<file path="src/rtl/nib_pkg.sv">
package nib_pkg;
    typedef enum logic [2:0] {
        ST_IDLE,
        ST_STROBE,
        ST_HOLD,
        ST_WAIT,
        ST_GAP
    } nib_state_t;
endpackage

</file>
<file path="src/rtl/nib_sync.sv">
module nib_sync (
    input  logic clk,
    input  logic rst_n,
    input  logic d,
    output logic q
);
    logic meta;
    always_ff @(posedge clk or negedge rst_n) begin
        if (!rst_n) begin
            meta <= 1'b1;
            q    <= 1'b1;
        end else begin
            meta <= d;
            q    <= meta;
        end
    end
endmodule

</file>
<file path="src/rtl/nib_lowmon.sv">
module nib_lowmon #(
    parameter int LOW_LIMIT = 235
) (
    input  logic clk,
    input  logic rst_n,
    input  logic line_sync,
    output logic rst_req
);
    localparam int LW = $clog2(LOW_LIMIT + 1);
    localparam logic [LW-1:0] LIM = LW'(LOW_LIMIT);

    logic [LW-1:0] low_cnt;

    always_ff @(posedge clk or negedge rst_n) begin
        if (!rst_n)            low_cnt <= '0;
        else if (line_sync)    low_cnt <= '0;
        else if (low_cnt != LIM) low_cnt <= low_cnt + 1'b1;
    end

    assign rst_req = (low_cnt == LIM);

    // a request can only rise after the line was seen low
    a_r7_rise_on_low: assert property (@(posedge clk) disable iff (!rst_n)
        $rose(rst_req) |-> $past(!line_sync));
endmodule

</file>
<file path="src/rtl/nib_seq.sv">
module nib_seq
    import nib_pkg::*;
#(
    parameter int W           = 4,
    parameter int STB_CLKS    = 32,
    parameter int REL_CLKS    = 34,
    parameter int SAMP_CLKS   = 37,
    parameter int PERIOD_CLKS = 800
) (
    input  logic         clk,
    input  logic         rst_n,
    input  logic         abort,
    input  logic         req_valid,
    output logic         req_ready,
    input  logic [W-1:0] req_out,
    input  logic [W-1:0] req_dir,
    output logic         done,
    output logic [W-1:0] in_nib,
    output logic [W-1:0] pad_d_o,
    output logic [W-1:0] pad_d_oe,
    input  logic [W-1:0] pad_d_i,
    output logic         stb_drive_low
);
    localparam int CW = $clog2(PERIOD_CLKS + 1);
    localparam logic [CW-1:0] STB_END  = CW'(STB_CLKS - 1);
    localparam logic [CW-1:0] REL_END  = CW'(REL_CLKS - 1);
    localparam logic [CW-1:0] SAMP_END = CW'(SAMP_CLKS - 1);
    localparam logic [CW-1:0] PER_END  = CW'(PERIOD_CLKS - 1);

    nib_state_t    state, nxt;
    logic [CW-1:0] cnt;
    logic [W-1:0]  out_q, dir_q, in_q;
    logic          done_q;

    always_comb begin
        nxt = state;
        unique case (state)
            ST_IDLE:   if (req_valid)       nxt = ST_STROBE;
            ST_STROBE: if (cnt == STB_END)  nxt = ST_HOLD;
            ST_HOLD:   if (cnt == REL_END)  nxt = ST_WAIT;
            ST_WAIT:   if (cnt == SAMP_END) nxt = ST_GAP;
            ST_GAP:    if (cnt == PER_END)  nxt = ST_IDLE;
            default:                        nxt = ST_IDLE;
        endcase
        if (abort) nxt = ST_IDLE;
    end

    always_ff @(posedge clk or negedge rst_n) begin
        if (!rst_n) begin
            state  <= ST_IDLE;
            cnt    <= '0;
            out_q  <= '0;
            dir_q  <= '0;
            in_q   <= '0;
            done_q <= 1'b0;
        end else if (abort) begin
            state  <= ST_IDLE;
            cnt    <= '0;
            out_q  <= '0;
            dir_q  <= '0;
            in_q   <= '0;
            done_q <= 1'b0;
        end else begin
            state  <= nxt;
            done_q <= (state == ST_WAIT) && (nxt == ST_GAP);
            if (state == ST_IDLE) begin
                cnt <= '0;
                if (nxt == ST_STROBE) begin
                    out_q <= req_out;
                    dir_q <= req_dir;
                end
            end else begin
                cnt <= cnt + 1'b1;
            end
            if ((state == ST_WAIT) && (nxt == ST_GAP)) in_q <= pad_d_i;
        end
    end

    always_comb begin
        req_ready     = (state == ST_IDLE) && !abort;
        stb_drive_low = (state == ST_STROBE);
        pad_d_oe      = ((state == ST_STROBE) || (state == ST_HOLD)) ? dir_q : '0;
        pad_d_o       = out_q & dir_q;
        done          = done_q;
        in_nib        = in_q;
    end

    // strobe falls only on an accepted handshake
    a_r2_fall_on_accept: assert property (@(posedge clk) disable iff (!rst_n)
        $rose(stb_drive_low) |-> $past(req_valid && req_ready));
    // the pulse is longer than one cycle
    a_r2_pulse_width: assert property (@(posedge clk) disable iff (!rst_n || abort)
        $rose(stb_drive_low) |=> stb_drive_low);
    // enables at the fall match the mask offered with the request
    a_r3_mask_at_fall: assert property (@(posedge clk) disable iff (!rst_n)
        $rose(stb_drive_low) |-> pad_d_oe == $past(req_dir));
    // completion never overlaps driving
    a_r4_done_quiet: assert property (@(posedge clk) disable iff (!rst_n)
        done |-> (pad_d_oe == '0) && !stb_drive_low);
    // abort silences the port on the next cycle
    a_r8_abort_quiet: assert property (@(posedge clk) disable iff (!rst_n)
        abort |=> (pad_d_oe == '0) && !stb_drive_low && !done && (in_nib == '0));
endmodule

</file>
<file path="src/rtl/nib_port_ctrl.sv">
module nib_port_ctrl #(
    parameter int W             = 4,
    parameter int STB_CLKS      = 32,
    parameter int REL_CLKS      = 34,
    parameter int SAMP_CLKS     = 37,
    parameter int PERIOD_CLKS   = 800,
    parameter int RST_LOW_CLKS  = 235
) (
    input  logic         clk,
    input  logic         rst_n,
    input  logic         req_valid,
    output logic         req_ready,
    input  logic [W-1:0] req_out,
    input  logic [W-1:0] req_dir,
    output logic         done,
    output logic [W-1:0] in_nib,
    output logic [W-1:0] pad_d_o,
    output logic [W-1:0] pad_d_oe,
    input  logic [W-1:0] pad_d_i,
    output logic         stb_drive_low,
    input  logic         stb_pad_i,
    output logic         rst_req
);
    logic stb_sync;

    nib_sync u_sync (
        .clk   (clk),
        .rst_n (rst_n),
        .d     (stb_pad_i),
        .q     (stb_sync)
    );

    nib_lowmon #(.LOW_LIMIT(RST_LOW_CLKS)) u_lowmon (
        .clk       (clk),
        .rst_n     (rst_n),
        .line_sync (stb_sync),
        .rst_req   (rst_req)
    );

    nib_seq #(
        .W           (W),
        .STB_CLKS    (STB_CLKS),
        .REL_CLKS    (REL_CLKS),
        .SAMP_CLKS   (SAMP_CLKS),
        .PERIOD_CLKS (PERIOD_CLKS)
    ) u_seq (
        .clk           (clk),
        .rst_n         (rst_n),
        .abort         (rst_req),
        .req_valid     (req_valid),
        .req_ready     (req_ready),
        .req_out       (req_out),
        .req_dir       (req_dir),
        .done          (done),
        .in_nib        (in_nib),
        .pad_d_o       (pad_d_o),
        .pad_d_oe      (pad_d_oe),
        .pad_d_i       (pad_d_i),
        .stb_drive_low (stb_drive_low)
    );
endmodule

</file>
<file path="config.mk">
export PLATFORM = sky130hd
export DESIGN_NAME = nib_port_ctrl
export DESIGN_NICKNAME = d
export VERILOG_FILES = /design/src/rtl/nib_pkg.sv /design/src/rtl/nib_sync.sv /design/src/rtl/nib_lowmon.sv /design/src/rtl/nib_seq.sv /design/src/rtl/nib_port_ctrl.sv
export SDC_FILE = /design/constraint.sdc
export NUM_CORES = 1
export LEC_CHECK = 0
export ABC_AREA = 1
export CAP_MARGIN = 20
export CORE_ASPECT_RATIO = 1.1
export CORE_MARGIN = 2
export CORE_UTILIZATION = 30
export DETAILED_ROUTE_END_ITERATION = 12
export GPL_ROUTABILITY_DRIVEN = 0
export PLACE_DENSITY = 0.61
export SETUP_SLACK_MARGIN = 0.5
export SYNTH_ARGS = -nofsm -noshare
export SYNTH_HDL_FRONTEND = slang
export SYNTH_SLANG_ARGS = --single-unit
</file>
<file path="constraint.sdc">
create_clock -name clk -period 2.68 [get_ports clk]
set_clock_uncertainty 0.05 [all_clocks]
set_input_delay 0.804 -clock clk [delete_from_list [all_inputs] [get_ports clk]]
set_output_delay 0.804 -clock clk [all_outputs]
set_load 0.01 [all_outputs]
</file>
==> run metrics, run 1 <==
Switching Fraction=19.99%; max-slew violations=0; initial core utilization=30.84%; cell-internal power=916.7 µW; syn_nets=234; kind of critical path=reg2out; Vias/cell=4.589; #FFs+latches synth=36; CP Launch Type=register; first-pass GRT wire length=6.969 mm; maximum VDD drop=0.2811 mV; GR Util met3=3.320%; WP data arrival=1.36 ns; commonest non-fill, non-tap cell in the layout=dfrtp_1; Period minus WS final=2.216 ns; met2 usage=22.08%; Setup violations, final=0; CP Data Required Time=1.83 ns; die area=6940 µm²; Most Crowded Layer GR=met2; Antenna Nets Post-Route=0; Switch Pwr=229.0 µW; commonest non-fill, non-tap cells in the layout=32 x dfrtp_1, 31 x nand2_1, 29 x inv_1, 24 x buf_4, 20 x clkdlybuf4s50_1; hpwl dp=2.716 mm; synth unique cells=30; final hold vios=0; Reg clk slew, reported paths=0.08 ns; number of port buffers=31; sequential share of the synthesized area=47.88%; core box area=6118 µm²; Clock Sinks=36; final period utilization=82.70%; clk root buf=clkbuf_8; Diodes inserted=0; CTS Buf Count=5; clk_lat worst skew=0.29 ns; Pleak=0.001403 µW; Post-layout nets=299; register area=905.9 µm²; drc violations=0; worst reg2reg path depth=13; Worst Setup End Kind=primary output; Ports=32; CTS Buffer Depth=2; synth warn=0; PD cells=421.0 nW/µm²; Slew Limit Headroom=69.47%; Global Route Usage Sum=12.82%; Tightest Pin Transition=0.4580 ns; worst-path maximum fanout=4; synthesized area=1887 µm²; Comb power frac=5.5%; CP Cell Sequence=nor3_4, inv_2, nand2_2, inv_2, nor2_1, buf_2; delay of the slowest critical-path stage=0.44 ns; syn_area_per_cell=8.817 µm²; vias in the first global route=1557; DRT Wirelength=4.384 mm; slowest CP cell=dfrtp_2; TNS Setup=0 ns; global route overflow=0; Layout fillers=586; hold path cells=0; status=finished, final reports clean; FMAX=451.2 MHz; Hold Path Class=reg2reg; largest net degree at the start of global routing=37; hold_ws=0.3103 ns; grt met1 use=15.16%; CTS tree=built; RSZ-0062 raised after global routing=true; Reg power frac=48.7%; area of the multi-input gates=884.6 µm²; first-pass detailed-route iteration total=4; htree depth=2; clock share of power=45.8%; max-cap violations=0; 1st-iter DRT viols=90; initial antenna violation count=0; Die X=79.62 µm; chip height=87.18 µm; Gate Count Post-Synth=214; # rows=30; vias=1652; Routed WL per cell=12.18 µm; share of post-route cells with drive strength above 1=32.50%; Top cell by count, worst path=inv_2; Synth-to-Final Area Change=44.23%
per-stage QoR:
stage                     instance area, µm²  utilization [%]  std cells  power [µW]  worst slack (ns)
after global placement                  2288            37.40        324       623.2            0.3531
final                                   2721            44.48        360        1146            0.4636
after global routing                    2721            44.48        360        1186            0.3729
after floorplan                         1887                -        214       579.5            0.7341
after CTS                               2542            41.55        349        1158            0.3460
after detailed placement                2288            37.40        324       623.4            0.3221
synthesized netlist by cell type:
cell | count | area, µm²
dfrtp_1 | 34 | 850.8
nand2_1 | 33 | 123.9
inv_1 | 31 | 116.4
nor2_1 | 18 | 67.56
nand3_1 | 12 | 60.06
a21oi_1 | 11 | 55.05
nand3_2 | 9 | 90.09
nand4_1 | 9 | 56.30
nor3_1 | 8 | 40.04
o21ai_0 | 7 | 35.03
nand2_2 | 6 | 37.54
ha_1 | 4 | 50.05
inv_2 | 4 | 15.01
nor3b_1 | 4 | 30.03
nor2_4 | 3 | 33.78
nor3_2 | 3 | 30.03
a31oi_1 | 2 | 12.51
dfstp_2 | 2 | 52.55
nand3_4 | 2 | 35.03
nor2_2 | 2 | 12.51
a21oi_2 | 1 | 8.760
buf_2 | 1 | 5.000
buf_4 | 1 | 7.510
buf_6 | 1 | 11.26
nand2_4 | 1 | 11.26
nand4_2 | 1 | 12.51
nor4_1 | 1 | 6.260
o211ai_1 | 1 | 7.510
o21a_1 | 1 | 7.510
o21ai_1 | 1 | 5.000
routing by layer:
metal  wire length, µm  share of wire [%]
met3               220                5.0
met2              2202                 50
met4                70                1.6
met5                 0                  0
met1              1890                 43
flip-flops by register name, summed over array words and instances (netlist names):
register and count:
u_seq.cnt 10, u_lowmon.low_cnt 8, u_seq.dir_q 4, u_seq.in_nib 4, u_seq.out_q 4, u_seq.state 3, u_seq.done 1, u_sync.meta 1
u_sync.q 1
worst paths after layout:
path                                      from                  end  slack [ns]
max in group asynchronous                rst_n          u_sync.meta        1.35
hold / removal                     u_sync.meta             u_sync.q        0.31
min in group asynchronous                rst_n           u_seq.done        0.88
hold reg to reg                    u_sync.meta             u_sync.q        0.31
setup / recovery                u_seq.state[1]          pad_d_oe[1]        0.46
setup reg to reg           u_lowmon.low_cnt[2]  u_lowmon.low_cnt[2]        0.62
critical path: cells and delay by family (launching register included):
| family | cells | cell delay [ns] |
|---|---|---|
| buffers and inverters | 3 | 0.25 |
| flip-flops | 1 | 0.44 |
| AND/OR/NAND/NOR | 3 | 0.37 |
cell families (layout without fill, tap and decap cells):
kind of cell             count (synthesis)  in the layout  synth area share, %
flip-flops                              36             36                47.88
adder cells (fa/ha/maj)                  4              4                2.653
AND/OR/NAND/NOR                        112            112                34.28
AO/OA/AOI/OAI                           24             24                6.963
buffers and inverters                   38            104                8.222
area by class of cell:
| type | instances | area share, % |
|---|---|---|
| clock inverter | 1 | 1.103 |
| tap | 80 | 3.678 |
| multi-input combinational | 140 | 32.51 |
| inverter | 35 | 4.828 |
| timing repair buffer | 61 | 21.06 |
| sequential | 36 | 33.29 |
| clock buffer | 7 | 3.540 |
power by group through the flow:
| stage | registers [µW] | clock network [µW] | logic [µW] |
|---|---|---|---|
| 2_1_floorplan | 570 | 0 | 9.91 |
| 3_3_place_gp | 569 | 0 | 54.2 |
| 3_5_place_dp | 569 | 0 | 54.2 |
| 4_1_cts | 558 | 539 | 60.7 |
| 5_1_grt | 559 | 558 | 69.1 |
| 6_report | 558 | 525 | 62.7 |
timing repair:
| item | in CTS | in global routing |
|---|---|---|
| setup buffers | 17 | 10 |
| gates cloned | 0 | 1 |
| hold buffers | 0 | 0 |
| gates resized for setup | 21 | 32 |
| endpoints found under the setup margin | 9 | 37 |
| pin swaps | 3 | 4 |
No activity file was read; power rests on OpenSTA's default activity.
==> run 2, diff against run 1 <==
- PLACE_DENSITY: 0.61 -> 0.63
- clock period: 2.68 -> 2 ns (I/O delays scaled with it)
==> run metrics, run 2 (synthesized netlist as in run 1, its figures left out) <==
status=finished, final reports clean (unchanged); PD cells=455.3 nW/µm² (was 421.0 nW/µm²); Biggest register=u_seq.cnt (unchanged); cell-internal power=1072 µW (was 916.7 µW); Slew Limit Headroom=80.69% (was 69.47%); delay of the slowest critical-path stage=0.44 ns (about the same); clock share of power=38.9% (was 45.8%); Tightest Pin Transition=0.2896 ns (was 0.4580 ns); DRT Wirelength=4.657 mm (was 4.384 mm); cts hold-fix bufs=0 (unchanged); Routed WL per cell=12.16 µm (was 12.18 µm); clk root buf=clkbuf_8 (unchanged); post-layout util=49.06% (was 44.48%); slowest CP cell=dfrtp_2 (unchanged); Switch Pwr=295.0 µW (was 229.0 µW); max-cap violations=0 (unchanged); Global Route Usage Sum=14.10% (was 12.82%); Switching Fraction=21.58% (was 19.99%); hold_ws=0.3054 ns (was 0.3103 ns); total power=1367 µW (was 1146 µW); die area=6940 µm² (unchanged); Synth-to-Final Area Change=59.08% (was 44.23%); first-pass GRT wire length=7.748 mm (was 6.969 mm); initial antenna violation count=0 (unchanged); maximum VDD drop=0.3532 mV (was 0.2811 mV); Pleak=0.001443 µW (was 0.001403 µW); Period minus WS final=1.968 ns; DP Area=2452 µm² (was 2288 µm²); max-slew violations=0 (unchanged); FMAX=508.0 MHz; kind of critical path=reg2out (unchanged); largest net degree at the start of global routing=37 (unchanged); Largest register FFs=10 (unchanged); vias=1725 (was 1652); Diodes inserted=0 (unchanged); CTS Buffer Depth=2 (unchanged); htree depth=2 (unchanged); TNS Setup=0 ns (unchanged); commonest non-fill, non-tap cell in the layout=buf_4 (was dfrtp_1); critical path buffer and inverter count=3 (unchanged); share of post-route cells with drive strength above 1=47.52% (was 32.50%); CTS Buf Count=5 (unchanged); final hold vios=0 (unchanged); Reg clk slew, reported paths=0.08 ns (about the same); hpwl dp=2.912 mm (was 2.716 mm); Antenna Nets Post-Route=0 (unchanged); CP Data Required Time=1.35 ns (was 1.83 ns); CP Launch Type=register (unchanged); worst-path maximum fanout=4 (unchanged); Setup violations, final=0 (unchanged); Vias/cell=4.504 (was 4.589); Worst Setup End Kind=primary output (unchanged); final period utilization=98.42%; 1st-iter DRT viols=72 (was 90); Reg power frac=54.7% (was 48.7%); initial core utilization=30.84% (unchanged); Ports=32 (unchanged); Clock Sinks=36 (unchanged); Post-layout nets=322 (was 299); clk_lat worst skew=0.29 ns (about the same); drc violations=0 (unchanged); Die X=79.62 µm (unchanged); RSZ-0062 raised after global routing=true (unchanged); Hold Path Class=reg2reg (unchanged); CP top delay family=flip-flops (unchanged); Largest regs=u_seq.cnt: 10 flops, u_lowmon.low_cnt: 8 flops (unchanged); CP Cell Sequence=nor3_4, inv_2, nand2_2, inv_4, nor2_2, buf_2 (was nor3_4, inv_2, nand2_2, inv_2, nor2_1, buf_2); commonest non-fill, non-tap cells in the layout=38 x buf_4, 31 x dfrtp_1, 30 x nand2_1, 23 x inv_1, 17 x buf_6 (was 32 x dfrtp_1, 31 x nand2_1, 29 x inv_1, 24 x buf_4, 20 x clkdlybuf4s50_1); global route overflow=0 (unchanged); core box area=6118 µm² (unchanged); first-pass detailed-route iteration total=4 (unchanged); number of port buffers=31 (unchanged); Comb power frac=6.4% (was 5.5%); CTS tree=built (unchanged); final instance area=3002 µm² (was 2721 µm²); WP data arrival=1.32 ns (was 1.36 ns); # rows=30 (unchanged); chip height=87.18 µm (unchanged); vias in the first global route=1729 (was 1557)
[run 2: path summary, 6_finish.rpt]
path	startpoint	end	slack (ns)	depth (start not counted)
max	u_seq.state[1]	pad_d_oe[2]	0.03	6
min	u_sync.meta	u_sync.q	0.31	0
max reg2reg	u_seq.state[1]	u_seq.out_q[2]	0.24	11
min reg2reg	u_sync.meta	u_sync.q	0.31	0
max in group asynchronous	rst_n	u_sync.q	0.99	2
min in group asynchronous	rst_n	u_seq.in_nib[3]	0.64	2
[run 2: per-stage QoR]
step	setup slack (ns)	std cells
6_report	0.03158	383
5_1_grt	-0.04461	383
4_1_cts	0.04515	370
3_5_place_dp	-0.08715	339
3_3_place_gp	-0.07138	339
2_1_floorplan	0.3416	214
[run 2: power groups by stage]
| stage | Clock [µW] | Sequential (µW) | Combinational [µW] |
|---|---|---|---|
| finish | 532 | 747 | 87.1 |
| global route | 582 | 748 | 96.9 |
| CTS | 550 | 747 | 87.3 |
| detailed placement | 0 | 762 | 84.8 |
| global placement | 0 | 762 | 84.5 |
| floorplan | 0 | 763 | 13.5 |
[run 2: final cells by class]
cell class	instances	area, µm²
Inverter	35	138.9
Sequential cell	36	907.1
Multi-Input combinational cell	141	1044
Clock buffer	8	90.09
Fill cell	553	3117
Tap cell	80	100.1
Timing Repair Buffer	83	721.9
[run 2: routing by layer]
metal,GRT usage [%],share of wire [%],vias to the layer above
met5,0,0,-
met4,3.762,1.3,0
met3,3.423,4.5,8
met2,25.82,53,31
met1,16.31,41,808
li1,-,-,878
[run 2: repair_timing]
action	in CTS	in global routing
buffers inserted	22	13
pin swaps	15	23
setup endpoints to repair	37	36
cloned	1	0
resized for setup	90	36
[run 2: worst register-to-register path, cell delays in order (launching register included)]
cell and delay [ns]:
dfrtp_2 0.44, buf_4 0.16, nor2_4 0.11, nand2_4 0.07, buf_4 0.13, buf_6 0.12
nor2_4 0.10, a21oi_4 0.06, nand3_4 0.10, nand3_4 0.16, nand3_2 0.10, nand2_1 0.05
